**src/rtl/wlc_pkg.sv**
```systemverilog
package wlc_pkg;

  typedef enum logic [1:0] {
    LVL_LOW  = 2'd0,
    LVL_MED  = 2'd1,
    LVL_HIGH = 2'd2
  } lvl_e;

  typedef enum logic [1:0] {
    ACT_HOLD = 2'd0,
    ACT_INC  = 2'd1,
    ACT_DEC  = 2'd2
  } act_e;

  typedef enum logic {
    MODE_BAL = 1'b0,
    MODE_CPU = 1'b1
  } mode_e;

endpackage

```
**src/rtl/wlc_epoch_timer.sv**
```systemverilog
module wlc_epoch_timer #(
  parameter int CNT_W = 16
) (
  input  logic             clk,
  input  logic             rst_n,
  input  logic [CNT_W-1:0] len,
  output logic             epoch_end
);

  logic [CNT_W-1:0] ep_q;
  logic [CNT_W-1:0] ep_d;
  logic [CNT_W:0]   ep_plus;

  // a length of 0 or 1 closes an epoch every cycle
  always_comb begin
    ep_plus   = {1'b0, ep_q} + {{CNT_W{1'b0}}, 1'b1};
    epoch_end = (ep_plus >= {1'b0, len});
    ep_d      = epoch_end ? '0 : ep_plus[CNT_W-1:0];
  end

  always_ff @(posedge clk or negedge rst_n) begin
    if (!rst_n) ep_q <= '0;
    else        ep_q <= ep_d;
  end

endmodule

```
**src/rtl/wlc_evt_counter.sv**
```systemverilog
module wlc_evt_counter #(
  parameter int CNT_W = 16
) (
  input  logic             clk,
  input  logic             rst_n,
  input  logic             evt,
  input  logic             clr,
  output logic [CNT_W-1:0] total
);

  logic [CNT_W-1:0] cnt_q;
  logic [CNT_W-1:0] cnt_d;
  logic             cnt_en;

  always_comb begin
    // total includes the current cycle's event, saturating
    if (&cnt_q) total = cnt_q;
    else        total = cnt_q + {{(CNT_W-1){1'b0}}, evt};
    cnt_d  = clr ? '0 : total;
    cnt_en = evt | clr;
  end

  always_ff @(posedge clk or negedge rst_n) begin
    if (!rst_n)      cnt_q <= '0;
    else if (cnt_en) cnt_q <= cnt_d;
  end

endmodule

```
**src/rtl/wlc_classifier.sv**
```systemverilog
module wlc_classifier
  import wlc_pkg::*;
#(
  parameter int CNT_W = 16
) (
  input  logic [CNT_W-1:0] cnt,
  input  logic [CNT_W-1:0] t1,
  input  logic [CNT_W-1:0] t2,
  input  logic [1:0]       bias,
  output lvl_e             lvl
);

  logic [CNT_W-1:0] eff_t1;
  logic [CNT_W-1:0] eff_t2;

  always_comb begin
    eff_t1 = t1 >> bias;
    eff_t2 = t2 >> bias;
    if (cnt >= eff_t2)      lvl = LVL_HIGH;
    else if (cnt >= eff_t1) lvl = LVL_MED;
    else                    lvl = LVL_LOW;
  end

endmodule

```
**src/rtl/wlc_limit_ctrl.sv**
```systemverilog
module wlc_limit_ctrl
  import wlc_pkg::*;
#(
  parameter int MAX_WARPS = 48,
  parameter int LIM_W     = $clog2(MAX_WARPS + 1)
) (
  input  logic                 clk,
  input  logic                 rst_n,
  input  logic                 epoch_end,
  input  lvl_e                 mem_lvl,
  input  lvl_e                 net_lvl,
  input  logic                 stall_high,
  input  mode_e                mode,
  input  logic [LIM_W-1:0]     cfg_max,
  output logic [LIM_W-1:0]     limit_q,
  output logic [MAX_WARPS-1:0] issue_en
);

  localparam logic [LIM_W-1:0] LIM_MAX = LIM_W'(MAX_WARPS);
  localparam logic [LIM_W:0]   ONE_W   = (LIM_W+1)'(1);

  act_e             act;
  logic [LIM_W-1:0] cap;
  logic [LIM_W:0]   stepped;
  logic [LIM_W-1:0] limit_d;

  // action selection
  always_comb begin
    act = ACT_HOLD;
    if (mem_lvl == LVL_HIGH || net_lvl == LVL_HIGH)   act = ACT_DEC;
    else if (mem_lvl == LVL_LOW && net_lvl == LVL_LOW) act = ACT_INC;
    else if (mode == MODE_BAL && stall_high)          act = ACT_INC;
  end

  // step and clamp
  always_comb begin
    if (cfg_max > LIM_MAX)   cap = LIM_MAX;
    else if (cfg_max == '0)  cap = {{(LIM_W-1){1'b0}}, 1'b1};
    else                     cap = cfg_max;
    case (act)
      ACT_INC: stepped = {1'b0, limit_q} + ONE_W;
      ACT_DEC: stepped = {1'b0, limit_q} - ONE_W;
      default: stepped = {1'b0, limit_q};
    endcase
    if (stepped < ONE_W)               limit_d = {{(LIM_W-1){1'b0}}, 1'b1};
    else if (stepped > {1'b0, cap})    limit_d = cap;
    else                               limit_d = stepped[LIM_W-1:0];
  end

  always_ff @(posedge clk or negedge rst_n) begin
    if (!rst_n)         limit_q <= LIM_MAX;
    else if (epoch_end) limit_q <= limit_d;
  end

  // thermometer mask
  for (genvar i = 0; i < MAX_WARPS; i++) begin : g_mask
    localparam logic [LIM_W:0] IDX = (LIM_W+1)'(i);
    assign issue_en[i] = ({1'b0, limit_q} > IDX);
  end


  limit_range_chk: assert property (@(posedge clk) disable iff (!rst_n)
    (limit_q >= {{(LIM_W-1){1'b0}}, 1'b1}) && (limit_q <= LIM_MAX));


  limit_hold_chk: assert property (@(posedge clk) disable iff (!rst_n)
    !epoch_end |=> $stable(limit_q));


  high_no_rise_chk: assert property (@(posedge clk) disable iff (!rst_n)
    (epoch_end && (mem_lvl == LVL_HIGH || net_lvl == LVL_HIGH)) |=> (limit_q <= $past(limit_q)));


  cpu_no_rise_chk: assert property (@(posedge clk) disable iff (!rst_n)
    (epoch_end && mode == MODE_CPU && !(mem_lvl == LVL_LOW && net_lvl == LVL_LOW))
      |=> (limit_q <= $past(limit_q)));


  mask_count_chk: assert property (@(posedge clk) disable iff (!rst_n)
    $countones(issue_en) == int'(limit_q));

endmodule

```
**src/rtl/warp_limit_ctrl.sv**
```systemverilog
module warp_limit_ctrl
  import wlc_pkg::*;
#(
  parameter int CNT_W     = 16,
  parameter int MAX_WARPS = 48,
  parameter int LIM_W     = $clog2(MAX_WARPS + 1)
) (
  input  logic                 clk,
  input  logic                 rst_n,
  input  logic                 mem_evt,
  input  logic                 net_evt,
  input  logic                 stall_evt,
  input  logic                 cfg_mode,
  input  logic [1:0]           cfg_bias,
  input  logic [CNT_W-1:0]     cfg_epoch_len,
  input  logic [CNT_W-1:0]     cfg_mem_t1,
  input  logic [CNT_W-1:0]     cfg_mem_t2,
  input  logic [CNT_W-1:0]     cfg_net_t1,
  input  logic [CNT_W-1:0]     cfg_net_t2,
  input  logic [CNT_W-1:0]     cfg_stall_thr,
  input  logic [LIM_W-1:0]     cfg_max_warps,
  output logic [LIM_W-1:0]     warp_limit,
  output logic [MAX_WARPS-1:0] issue_en
);

  localparam int NUM_SRC = 3;

  logic             epoch_end;
  logic [NUM_SRC-1:0] evts;
  logic [CNT_W-1:0] totals [NUM_SRC];
  logic [CNT_W-1:0] stall_scaled;
  logic             stall_high;
  lvl_e             mem_lvl;
  lvl_e             net_lvl;

  assign evts = {stall_evt, net_evt, mem_evt};

  wlc_epoch_timer #(.CNT_W(CNT_W)) u_timer (
    .clk       (clk),
    .rst_n     (rst_n),
    .len       (cfg_epoch_len),
    .epoch_end (epoch_end)
  );

  for (genvar s = 0; s < NUM_SRC; s++) begin : g_cnt
    wlc_evt_counter #(.CNT_W(CNT_W)) u_cnt (
      .clk   (clk),
      .rst_n (rst_n),
      .evt   (evts[s]),
      .clr   (epoch_end),
      .total (totals[s])
    );
  end

  wlc_classifier #(.CNT_W(CNT_W)) u_mem_cls (
    .cnt  (totals[0]),
    .t1   (cfg_mem_t1),
    .t2   (cfg_mem_t2),
    .bias (cfg_bias),
    .lvl  (mem_lvl)
  );

  wlc_classifier #(.CNT_W(CNT_W)) u_net_cls (
    .cnt  (totals[1]),
    .t1   (cfg_net_t1),
    .t2   (cfg_net_t2),
    .bias (cfg_bias),
    .lvl  (net_lvl)
  );

  // stall test tightened by the bias
  always_comb begin
    stall_scaled = totals[2] >> cfg_bias;
    stall_high   = (stall_scaled >= cfg_stall_thr);
  end

  wlc_limit_ctrl #(.MAX_WARPS(MAX_WARPS), .LIM_W(LIM_W)) u_limit (
    .clk        (clk),
    .rst_n      (rst_n),
    .epoch_end  (epoch_end),
    .mem_lvl    (mem_lvl),
    .net_lvl    (net_lvl),
    .stall_high (stall_high),
    .mode       (mode_e'(cfg_mode)),
    .cfg_max    (cfg_max_warps),
    .limit_q    (warp_limit),
    .issue_en   (issue_en)
  );

endmodule

```
**config.mk**
```make
export PLATFORM = sky130hd
export DESIGN_NAME = warp_limit_ctrl
export DESIGN_NICKNAME = d
export VERILOG_FILES = /design/src/rtl/wlc_pkg.sv /design/src/rtl/wlc_epoch_timer.sv /design/src/rtl/wlc_evt_counter.sv /design/src/rtl/wlc_classifier.sv /design/src/rtl/wlc_limit_ctrl.sv /design/src/rtl/warp_limit_ctrl.sv
export SDC_FILE = /design/constraint.sdc
export NUM_CORES = 1
export LEC_CHECK = 0
export ABC_AREA = 0
export CORE_MARGIN = 8
export CORE_UTILIZATION = 45
export DETAILED_ROUTE_END_ITERATION = 7
export GPL_TIMING_DRIVEN = 0
export PLACE_DENSITY = 0.7
export SLEW_MARGIN = 10
export SYNTH_ARGS = -nofsm -noshare
export SYNTH_HDL_FRONTEND = slang
export SYNTH_SLANG_ARGS = --single-unit
export TNS_END_PERCENT = 100
```
**constraint.sdc**
```tcl
create_clock -name clk -period 8.4 [get_ports clk]
set_input_delay 1.26 -clock clk [delete_from_list [all_inputs] [get_ports clk]]
set_output_delay 1.26 -clock clk [all_outputs]
set_load 0.02 [all_outputs]
```
==> flow_summary.rst <==
.. list-table::
   :header-rows: 1

   * - Metric
     - Value
   * - Top cell type by total area after synthesis
     - sky130_fd_sc_hd__dfrtp_1
   * - Post-detailed-route via-to-cell ratio
     - 5.70
   * - Worst Setup Start Kind
     - input port
   * - Most frequent cells in the layout
     - sky130_fd_sc_hd__clkdlybuf4s50_1, sky130_fd_sc_hd__ha_1, sky130_fd_sc_hd__nand2_1, sky130_fd_sc_hd__nor2_1, sky130_fd_sc_hd__inv_1
   * - Top Ports
     - roughly 160
   * - Die Span X
     - 159 um
   * - Placement Rows
     - 52
   * - Initial antenna violation count
     - 0
   * - Cts bufs inserted
     - 9
   * - # setup viols final
     - 0
   * - Power, Total
     - 1.64 mW
   * - Critical path arrival
     - between 7 and 8 ns
   * - Post-route design area
     - 11,500 sq um
   * - Maximum number of pins on one net before global-route repair
     - 37
   * - Cells after Synth
     - about 1,100
   * - Main combinational cell family by area after synthesis
     - simple AND/OR/NAND/NOR gates
   * - Post-synthesis cell area
     - 9190 sq um
   * - CP Capture Type
     - flip-flop
   * - Number of antenna diodes
     - 0
   * - Vias in the first global route
     - roughly 8,800
   * - RD Place Congestion
     - around 0.97
   * - Origin of the worst min-delay path
     - u_timer.ep_q[0]$_DFF_PN0_
   * - Number of nets in the layout
     - 1,506
   * - Worst reg2reg startpoint
     - g_cnt[2].u_cnt.cnt_q[10]$_DFFE_PN0P_
   * - Maximum frequency from static timing analysis
     - 132 MHz
   * - Largest stage delay on the critical path
     - ~0.53 ns
   * - Final-layout setup total negative slack
     - 0 ns
   * - Placeable core region
     - 20,200 sq um
   * - Endpoint of the most critical register-to-register path
     - u_limit.limit_q[0]$_DFFE_PN0P_
   * - Top-area cell type share of the netlist area
     - 0.185
   * - Register bit total from synthesis
     - 70
   * - Worst-case clock buffer depth
     - 2
   * - Count of cells along the worst hold path
     - 1
   * - Post-cts resize count
     - 0
   * - Yosys cell types
     - 74
   * - Syn Nets
     - 1,332
   * - Number of synthesis warnings
     - 0
   * - Wire length of the first global-routing pass
     - 45.1 mm
   * - Detail-routed net length per standard cell
     - 17.7 um
   * - Post-synthesis area per instance
     - 8.29 sq um
   * - Min-Delay Path Class
     - flip-flop to flip-flop
   * - Fin crit period
     - 7.58 ns
   * - GR Overflow Total
     - 0
   * - Dominant cell type by count on the critical path
     - sky130_fd_sc_hd__o21ai_0
   * - DRC
     - 0
   * - Number of maximum-capacitance constraint violations
     - 0
   * - Result of the run
     - finished clean
   * - Area of the die
     - 25,300 sq um
   * - Actual transition at the worst max-transition pin
     - 0.910 ns
   * - Max Clock Skew
     - 0.00805 ns
   * - Peak ir drop on the vdd network
     - 0.0965 mV
   * - Simple-gate share of the synthesized area
     - 0.219
   * - Fraction of layout cells with a size suffix above 1
     - 0.0745
   * - Clock input transition at the sequential cells of the worst setup and hold paths
     - approximately 0.06 ns
   * - DP Wirelength
     - 22.3 mm
   * - Source-to-sink clock delay at the later pin of the worst-skew pair
     - ~0.34 ns
   * - Number of enable flip-flop cells after synthesis
     - 0
   * - Pleak
     - 5.21 nW
   * - FFs w/ async S/R, synth
     - 1.00
   * - Slew Limit Fails
     - 0
   * - Leading cell type in the layout, fill and taps excluded
     - sky130_fd_sc_hd__clkdlybuf4s50_1
   * - Fraction of the mapped netlist area in adder cells
     - 0.154
   * - Cells taking the most area after synthesis
     - sky130_fd_sc_hd__dfrtp_1, sky130_fd_sc_hd__ha_1, sky130_fd_sc_hd__mux4_2
   * - Final Worst Setup Slack
     - 0.820 ns
   * - Starting Density
     - 0.456
   * - Crit Path Category
     - input port to flip-flop
   * - Slowest library cell on the worst path
     - sky130_fd_sc_hd__clkdlybuf4s50_1
   * - Final wirelength
     - 27.5 mm
   * - Final number of hold-violating endpoints
     - 0
   * - All-Layer GR Usage
     - 0.214
   * - DR pass1 iterations
     - 5
   * - H-tree depth
     - 3
   * - Remaining max-slew budget at the tightest pin
     - 0.393
   * - Unrepaired setup endpoints after global routing
     - no
   * - Ys flop type
     - sky130_fd_sc_hd__dfrtp_1
   * - Initial DRC Count
     - 600
   * - Reg-to-reg setup timing slack
     - roughly 1.2 ns
   * - Share of the clock period used by the worst path after layout
     - 0.902
   * - Fraction of the mapped netlist area in compound gates
     - 0.148
   * - Worst slack after detailed placement
     - roughly 0.56 ns
   * - Mux cell area share after synthesis
     - 0.134
   * - Signed area change from the synthesized netlist to the final layout
     - 24.8%
   * - Num Clock Sinks
     - 70
   * - Tightest hold margin
     - 0.548 ns
   * - End point of the worst hold path
     - u_timer.ep_q[0]$_DFF_PN0_
   * - Post-route antenna net violation count
     - 0
   * - Pwr dens
     - 143 nW/um^2
   * - Sequential cell area fraction in the yosys report
     - 0.191
   * - Master cell of the clock root buffer
     - sky130_fd_sc_hd__clkbuf_16
   * - Postcts setup bufs
     - 0
   * - Placed instance area
     - 11,200 sq um
   * - CTS Hold Bufs
     - 0
   * - Vias
     - 8,877
   * - Required time worst endpoint
     - approximately 8.6 ns
   * - Port buffer count
     - around 160
   * - Top fanout value on the critical path
     - 10
   * - Depth of the worst register-to-register path
     - 29
   * - CTS tree
     - yes
   * - Chip height
     - 159 um
   * - Synth Area in XOR/XNOR
     - 0.0896
-- power breakdown --
part           switching (mW)  leakage [nW]  total [mW]  internal, mW
Sequential             0.0636         0.911       0.457         0.393
Clock                   0.163         0.149       0.397         0.235
Combinational           0.421          4.15       0.782         0.360
Total                   0.648          5.21        1.64         0.988
-- layout make-up --
class	instances	area (sq um)
fillers	1868	8700
multi-input cells	886	6850
flip-flops and latches	70	1750
repair buffers	163	1640
inverters	94	353
well taps	270	338
plain buffers	59	238
clock buffers	9	225
clock inverters	7	80.1
-- how the worst max path moves through the flow --
stage / start / end / slack, ns / depth (start not counted)
after floorplan: cfg_bias[0] / u_limit.limit_q[0]$_DFFE_PN0P_ / 1.69 / 22
after global placement: stall_evt / u_limit.limit_q[0]$_DFFE_PN0P_ / 0.59 / 30
after detailed placement: stall_evt / u_limit.limit_q[0]$_DFFE_PN0P_ / 0.56 / 29
after CTS: stall_evt / u_limit.limit_q[0]$_DFFE_PN0P_ / 0.89 / 29
after global routing: stall_evt / u_limit.limit_q[0]$_DFFE_PN0P_ / 0.11 / 30
final: stall_evt / u_limit.limit_q[0]$_DFFE_PN0P_ / 0.82 / 30
-- state kept, by name, indices dropped and copies added (netlist names) --
name and count:
g_cnt.u_cnt.cnt_q 48, u_timer.ep_q 16, u_limit.limit_q 6
-- cells in the mapped netlist (6+ instances only) --
library cell	number
sky130_fd_sc_hd__nand2b_1	13
sky130_fd_sc_hd__clkbuf_1	47
sky130_fd_sc_hd__xnor2_1	42
sky130_fd_sc_hd__nor3_1	7
sky130_fd_sc_hd__nand4_1	33
sky130_fd_sc_hd__and2_1	26
sky130_fd_sc_hd__nor2b_1	16
sky130_fd_sc_hd__a21boi_0	9
sky130_fd_sc_hd__dfrtp_1	68
sky130_fd_sc_hd__a211oi_1	15
sky130_fd_sc_hd__xor2_1	52
sky130_fd_sc_hd__nand3_1	45
sky130_fd_sc_hd__nand2_1	109
sky130_fd_sc_hd__a21o_1	11
sky130_fd_sc_hd__or2_2	8
sky130_fd_sc_hd__a21oi_1	59
sky130_fd_sc_hd__mux2_2	6
sky130_fd_sc_hd__mux4_2	40
sky130_fd_sc_hd__ha_1	113
sky130_fd_sc_hd__buf_1	8
sky130_fd_sc_hd__inv_1	94
sky130_fd_sc_hd__o21bai_1	7
sky130_fd_sc_hd__mux2i_1	25
sky130_fd_sc_hd__o21ai_0	40
sky130_fd_sc_hd__nor2_1	101
sky130_fd_sc_hd__and3_1	18
sky130_fd_sc_hd__o21a_1	10
sky130_fd_sc_hd__and4_1	12
-- critical path: cells and delay by family --
family                     cells  cell delay [ns]
and+or+nand+nor                8             1.33
AOI/OAI and AO/OA             13             2.94
adders and majority gates      3             0.78
muxes                          1             0.30
xor gates and xnor gates       1             0.10
buffers and inverters          4             1.07
-- logic make-up (layout without fill, tap and decap cells) --
kind of cell | count (synthesis) | after routing
buffers and inverters | 153 | 332
AOI/OAI and AO/OA | 201 | 201
muxes | 72 | 72
xor gates and xnor gates | 94 | 94
adders and majority gates | 113 | 113
DFF | 70 | 70
and+or+nand+nor | 406 | 406
-- per-layer routing --
metal | GRT usage | wire (um)
met2 | 0.352 | 12900
met5 | 0 | 0
met3 | 0.0365 | 1510
met1 | 0.285 | 12500
met4 | 0.0609 | 564
-- stage by stage --
stage | utilization | cells
5_1_grt | 0.569 | 1558
4_1_cts | 0.569 | 1558
3_3_place_gp | 0.553 | 1541
6_report | 0.569 | 1558
3_5_place_dp | 0.554 | 1542
2_1_floorplan | - | 1109
Note: power is estimated with default switching activity, not from simulation.
